File: src/rtl/bcr_pkg.sv
package bcr_pkg;
  typedef enum logic {
    RECT_SQUARE = 1'b0,
    RECT_ABS    = 1'b1
  } rect_e;
endpackage

File: src/rtl/bcr_prefilter.sv
module bcr_prefilter import bcr_pkg::*; #(
  parameter int    IN_W = 12,
  parameter int    LP_W = 16,
  parameter rect_e RECT = RECT_SQUARE
) (
  input  logic                   clk_i,
  input  logic                   rst_ni,
  input  logic                   en_i,
  input  logic signed [IN_W-1:0] sample_i,
  output logic                   sliced_o,
  output logic signed [LP_W-1:0] rect_o
);
  localparam int AMP      = 1 << (LP_W - 2);
  localparam int SQ_SHIFT = LP_W - 2;
  localparam int PW       = 2 * LP_W;

  logic                   neg;
  logic signed [LP_W:0]   lim, diff, step, y_ext;
  logic signed [LP_W-1:0] y_q, rect_d, rect_q;

  assign neg      = (sample_i < 0);
  assign sliced_o = ~neg;

  always_comb begin
    lim   = neg ? -(LP_W+1)'(AMP) : (LP_W+1)'(AMP);
    y_ext = (LP_W+1)'(y_q);
    diff  = lim - y_ext;
    // alpha ~ 1/8 + 1/64
    step  = (diff >>> 3) + (diff >>> 6);
  end

  generate
    if (RECT == RECT_SQUARE) begin : g_square
      logic signed [PW-1:0] prod;
      always_comb begin
        prod   = PW'(y_q) * PW'(y_q);
        rect_d = LP_W'(prod >>> SQ_SHIFT);
      end
    end else begin : g_abs
      always_comb rect_d = y_q[LP_W-1] ? -y_q : y_q;
    end
  endgenerate

  always_ff @(posedge clk_i or negedge rst_ni) begin
    if (!rst_ni) begin
      y_q    <= '0;
      rect_q <= '0;
    end else if (en_i) begin
      y_q    <= LP_W'(y_ext + step);
      rect_q <= rect_d;
    end
  end

  assign rect_o = rect_q;
endmodule

File: src/rtl/bcr_resonator.sv
module bcr_resonator #(
  parameter int IN_W       = 16,
  parameter int RES_W      = 24,
  parameter int COEF_W     = 16,
  parameter int COEF_FRAC  = 14,
  parameter int A1         = 29668,
  parameter int A2         = 15736,
  parameter int DIFF_SHIFT = 4
) (
  input  logic                   clk_i,
  input  logic                   rst_ni,
  input  logic                   en_i,
  input  logic signed [IN_W-1:0] x_i,
  output logic                   xing_o
);
  localparam int ACC_W = RES_W + COEF_W + 2;
  localparam longint MAXV = (longint'(1) <<< (RES_W - 1)) - 1;
  localparam longint MINV = -(longint'(1) <<< (RES_W - 1));
  localparam logic signed [ACC_W-1:0] MAX_A = ACC_W'(MAXV);
  localparam logic signed [ACC_W-1:0] MIN_A = ACC_W'(MINV);
  localparam logic signed [COEF_W-1:0] A1_C = COEF_W'(A1);
  localparam logic signed [COEF_W-1:0] A2_C = COEF_W'(A2);

  logic signed [IN_W-1:0]  x1_q, x2_q;
  logic signed [IN_W:0]    dx;
  logic signed [RES_W-1:0] v1_q, v2_q, v_d;
  logic signed [ACC_W-1:0] u, p1, p2, acc;

  always_comb begin
    // zeros at DC and Nyquist strip the rectifier's mean
    dx  = (IN_W+1)'(x_i) - (IN_W+1)'(x2_q);
    u   = ACC_W'(dx >>> DIFF_SHIFT);
    p1  = ACC_W'(v1_q) * ACC_W'(A1_C);
    p2  = ACC_W'(v2_q) * ACC_W'(A2_C);
    acc = u + (p1 >>> COEF_FRAC) - (p2 >>> COEF_FRAC);
    if (acc > MAX_A)      v_d = RES_W'(MAXV);
    else if (acc < MIN_A) v_d = RES_W'(MINV);
    else                  v_d = RES_W'(acc);
  end

  always_ff @(posedge clk_i or negedge rst_ni) begin
    if (!rst_ni) begin
      x1_q <= '0;
      x2_q <= '0;
      v1_q <= '0;
      v2_q <= '0;
    end else if (en_i) begin
      x1_q <= x_i;
      x2_q <= x1_q;
      v1_q <= v_d;
      v2_q <= v1_q;
    end
  end

  assign xing_o = v2_q[RES_W-1] & ~v1_q[RES_W-1];
endmodule

File: src/rtl/bcr_timing.sv
module bcr_timing #(
  parameter int SPB_W     = 4,
  parameter int TARGET_PH = 0,
  parameter int STROBE_PH = 8,
  parameter int LOCK_N    = 8,
  parameter int LOSS_SYM  = 32
) (
  input  logic clk_i,
  input  logic rst_ni,
  input  logic en_i,
  input  logic xing_i,
  input  logic bit_i,
  output logic strobe_o,
  output logic bit_o,
  output logic lock_o
);
  localparam int SPB      = 1 << SPB_W;
  localparam int LOSS_LIM = LOSS_SYM * SPB;
  localparam int MISS_W   = $clog2(LOSS_LIM + 1);
  localparam int GOOD_W   = $clog2(LOCK_N + 1);

  logic [SPB_W-1:0]        cnt_q, cnt_d;
  logic signed [SPB_W-1:0] err;
  logic [GOOD_W-1:0]       good_q;
  logic [MISS_W-1:0]       miss_q;
  logic                    good, strobe_hit, expire;
  logic                    strobe_q, bit_q, lock_q;

  always_comb begin
    err        = $signed(cnt_q - SPB_W'(TARGET_PH));
    good       = xing_i && (err >= -1) && (err <= 1);
    strobe_hit = (cnt_q == SPB_W'(STROBE_PH));
    expire     = !good && (miss_q == MISS_W'(LOSS_LIM - 1));
    cnt_d      = cnt_q + SPB_W'(1);
    if (xing_i) begin
      if (err > 0)      cnt_d = cnt_q;
      else if (err < 0) cnt_d = cnt_q + SPB_W'(2);
    end
  end

  always_ff @(posedge clk_i or negedge rst_ni) begin
    if (!rst_ni) begin
      cnt_q    <= '0;
      strobe_q <= 1'b0;
      bit_q    <= 1'b0;
      good_q   <= '0;
      miss_q   <= '0;
      lock_q   <= 1'b0;
    end else if (en_i) begin
      cnt_q    <= cnt_d;
      strobe_q <= strobe_hit;
      if (strobe_hit) bit_q <= bit_i;
      if (good) begin
        if (good_q != GOOD_W'(LOCK_N)) good_q <= good_q + GOOD_W'(1);
        if (good_q >= GOOD_W'(LOCK_N - 1)) lock_q <= 1'b1;
        miss_q <= '0;
      end else begin
        if (xing_i || expire) good_q <= '0;
        if (expire) lock_q <= 1'b0;
        if (miss_q != MISS_W'(LOSS_LIM)) miss_q <= miss_q + MISS_W'(1);
      end
    end
  end

  assign strobe_o = strobe_q;
  assign bit_o    = bit_q;
  assign lock_o   = lock_q;
endmodule

File: src/rtl/bit_clk_recover.sv
module bit_clk_recover import bcr_pkg::*; #(
  parameter int    IN_W       = 12,
  parameter int    LP_W       = 16,
  parameter int    RES_W      = 24,
  parameter int    COEF_W     = 16,
  parameter int    COEF_FRAC  = 14,
  parameter int    RES_A1     = 29668,
  parameter int    RES_A2     = 15736,
  parameter int    DIFF_SHIFT = 4,
  parameter rect_e RECT       = RECT_SQUARE,
  parameter int    SPB_W      = 4,
  parameter int    TARGET_PH  = 0,
  parameter int    STROBE_PH  = 8,
  parameter int    LOCK_N     = 8,
  parameter int    LOSS_SYM   = 32
) (
  input  logic                   clk_i,
  input  logic                   rst_ni,
  input  logic                   sample_en_i,
  input  logic signed [IN_W-1:0] sample_i,
  output logic                   strobe_o,
  output logic                   bit_o,
  output logic                   lock_o
);
  logic                   sliced_w, xing_w;
  logic signed [LP_W-1:0] rect_w;

  bcr_prefilter #(.IN_W(IN_W), .LP_W(LP_W), .RECT(RECT)) u_pre (
    .clk_i, .rst_ni, .en_i(sample_en_i), .sample_i,
    .sliced_o(sliced_w), .rect_o(rect_w)
  );

  bcr_resonator #(
    .IN_W(LP_W), .RES_W(RES_W), .COEF_W(COEF_W), .COEF_FRAC(COEF_FRAC),
    .A1(RES_A1), .A2(RES_A2), .DIFF_SHIFT(DIFF_SHIFT)
  ) u_res (
    .clk_i, .rst_ni, .en_i(sample_en_i), .x_i(rect_w), .xing_o(xing_w)
  );

  bcr_timing #(
    .SPB_W(SPB_W), .TARGET_PH(TARGET_PH), .STROBE_PH(STROBE_PH),
    .LOCK_N(LOCK_N), .LOSS_SYM(LOSS_SYM)
  ) u_tim (
    .clk_i, .rst_ni, .en_i(sample_en_i), .xing_i(xing_w), .bit_i(sliced_w),
    .strobe_o, .bit_o, .lock_o
  );
endmodule

File: config.mk
export PLATFORM = sky130hd
export DESIGN_NAME = bit_clk_recover
export DESIGN_NICKNAME = d
export VERILOG_FILES = /design/src/rtl/bcr_pkg.sv /design/src/rtl/bcr_prefilter.sv /design/src/rtl/bcr_resonator.sv /design/src/rtl/bcr_timing.sv /design/src/rtl/bit_clk_recover.sv
export SDC_FILE = /design/constraint.sdc
export NUM_CORES = 2
export LEC_CHECK = 0
export BUFFER_PORTS_ARGS = -buffer_cell sky130_fd_sc_hd__buf_2
export CAP_MARGIN = 20
export CORE_MARGIN = 2
export CORE_UTILIZATION = 55
export CTS_CLUSTER_SIZE = 16
export DETAILED_ROUTE_END_ITERATION = 7
export PLACE_DENSITY_LB_ADDON = 0.12
export SLEW_MARGIN = 20
export SYNTH_ARGS = -nofsm -noshare
export SYNTH_HDL_FRONTEND = slang
export SYNTH_SLANG_ARGS = --single-unit
File: constraint.sdc
create_clock -name clk_i -period 7.69 [get_ports clk_i]
set_input_delay 1.1535 -clock clk_i [delete_from_list [all_inputs] [get_ports clk_i]]
set_output_delay 1.1535 -clock clk_i [all_outputs]
set_load 0.05 [all_outputs]
==> run metrics <==
post-synth top area share ~39%; CP Max Fanout 6; max-slew violations 0; CP required between 8000 and 9000 ps; failing checks negative setup slack; outcome complete, but fails checks; PortBufs 6; DRC viols 0; minimum clock period around 8600 ps; crit share post-route 111.5%; Final setup viols 24; count of cell types in the netlist 73; GRT Util Overall ~26%; Vias around 21000; Clock Skew about 13 ps; first-pass GRT wire length 115300 um; Starting Density a little under three fifths; Syn Inst Count around 3000; GP Congestion around 0.9; critical path launch point type register; register bit total from synthesis approximately 130; clock transition at the registers of the reported paths approximately 70 ps; die width approximately 240 um; clock root cell clkbuf_16; CTS tree yes; Pre-antenna DRT Iters 5; synth-to-layout area growth 19.37%; WP data arrival just under 9000 ps; Ports 18; Site Rows between 80 and 90; Syn Std Cell Area 29710 um^2; FFs w/ async S/R, synth 100.0%; Final Hold Vio Count 0; critical path's most frequent cell fa_1; final antenna-violating net count 0; hold-fix buffer count after cts 0; synthesized area per cell ~9.9 um^2; DP HPWL 55770 um; initial antenna violation count 0; synth top area cells fa_1, ha_1, dfrtp_1, inv_1, xnor2_1; Die H approximately 240 um; Initial DRC Count around 980; Inserted Clock Buffers 17; ratio of cells with drive above 1 in the final layout 21.40%; drt total wl roughly 67000 um; vias in the first global route between 20000 and 25000; gr ovfl total 0; CP max-delay cell fa_1; final setup margin -884.7 ps; Crit path largest cell delay about 540 ps; critical setup path kind reg2reg; Vias per Instance a little over 5; setup repair after global routing missed its margin true; Top FF cell, synth dfrtp_1; Worst-Margin Slew approximately 950 ps; EDFF count, synth 0; post-synth top area cell fa_1; sequential area share after synthesis 11.20%; worst skew pair latency approximately 470 ps; clk buf depth 2; largest net degree at the start of global routing just over 80; CP Capture Type register; Core Box Area between 50000 and 60000 um^2; Clock Sinks 133; yosys warns 0; max_slew headroom around 37%; final instance area approximately 35000 um^2; post-synth net total between 3000 and 4000; pre-CTS setup slack -856.8 ps; hold_ws 486.3 ps; H-Tree Depth 4; final net count roughly 4400; wire per inst 16.37 um; Hold Path Class reg2reg; DIE AREA about 56000 um^2; Max Cap Viol 0; Max Clk Rate approximately 0.12 GHz; placed inst area 33690 um^2; TNS Setup -19830 ps
==> final timing paths <==
check,startpoint,endpoint,slack (ps),cells past startpoint
max,u_res.v1_q[6],u_res.v1_q[0],-880,35
min,u_res.x1_q[15],u_res.x2_q[15],490,2
max reg2reg,u_res.v1_q[6],u_res.v1_q[0],-880,35
min reg2reg,u_res.x1_q[15],u_res.x2_q[15],490,2
max in group asynchronous,rst_ni,u_res.x2_q[7],5630,2
min in group asynchronous,rst_ni,u_res.v2_q[23],660,1
==> worst max-delay path: cells and delay by family, from the launching register on <==
kind / cells / cell delay [ps]
compound gates: 13 / 2680
xor+xnor: 2 / 430
fa+ha+maj: 9 / 3600
buf+inv: 6 / 650
flops: 1 / 440
simple gates: 5 / 620
==> metal layers <==
layer  up-vias  global-route usage [%]  part of all wire (%)
li1       9987                       -                     -
met1     10707                   34.55                    44
met2       348                   44.28                    50
met3       106                   2.891                   3.5
met4         0                   7.787                   2.9
met5         -                       0                     0
==> logic make-up (layout without fill, tap and decap cells) <==
kind of cell	count (synthesis)	after routing	share of synthesized area, %
AOI/OAI and AO/OA	329	329	7.447
xor gates and xnor gates	155	155	4.570
adders and majority gates	970	970	55.46
buffers and inverters	882	1271	11.20
DFF	133	133	11.20
muxes	68	68	2.565
other	0	1	0
and+or+nand+nor	471	471	7.548
==> layout make-up <==
cell class	instances	area, um^2
Inverter	831	3122
Clock buffer	17	425.4
Clock inverter	15	183.9
Antenna cell	1	2.502
Multi-Input combinational cell	1993	24250
Tap cell	696	870.8
Fill cell	4314	18140
Sequential cell	133	3359
Timing Repair Buffer	408	3246
==> cell usage after synthesis (all sizes together), types with 36 or more instances <==
cell and n:
clkbuf 41, nand2 148, a21oi 73, fa 578, xor2 49, mux2 65
dfrtp 133, o21ai 77, a21o 51, ha 392, nor3 36, nor2 120
xnor2 106, inv 828, and2 55
==> sequential cells by signal, indices dropped and copies added (netlist names) <==
signal,count
u_res.x1_q,16
u_res.v2_q,24
u_tim.bit_o,1
u_pre.rect_o,16
u_tim.lock_o,1
u_res.v1_q,24
u_tim.strobe_o,1
u_pre.y_q,16
u_tim.cnt_q,4
u_res.x2_q,16
u_tim.good_q,4
u_tim.miss_q,10
==> metrics by stage <==
stage / cells / util (%)
6_report: 4094 / 66.15
5_1_grt: 4093 / 66.15
4_1_cts: 4070 / 65.15
3_5_place_dp: 4004 / 62.86
3_3_place_gp: 4004 / 62.86
2_1_floorplan: 3008 / -
==> what timing repair did <==
action                     CTS  global route
setup buffers               35            22
cloned                       0             2
resized for setup           80            56
pin swaps                   66            66
setup endpoints to repair   24            24
==> cells in the final DEF (no fill, tap or decap), drive strengths merged, types with 73 or more instances in the layout <==
master and instances:
a21oi 73, xnor2 106, o21ai 77, nor2 120
fa 578, dfrtp 133, buf 406, nand2 148
ha 392, inv 836
Power is not shown: default switching activity piles up to over one toggle a cycle in this logic, so the estimate is an artifact.
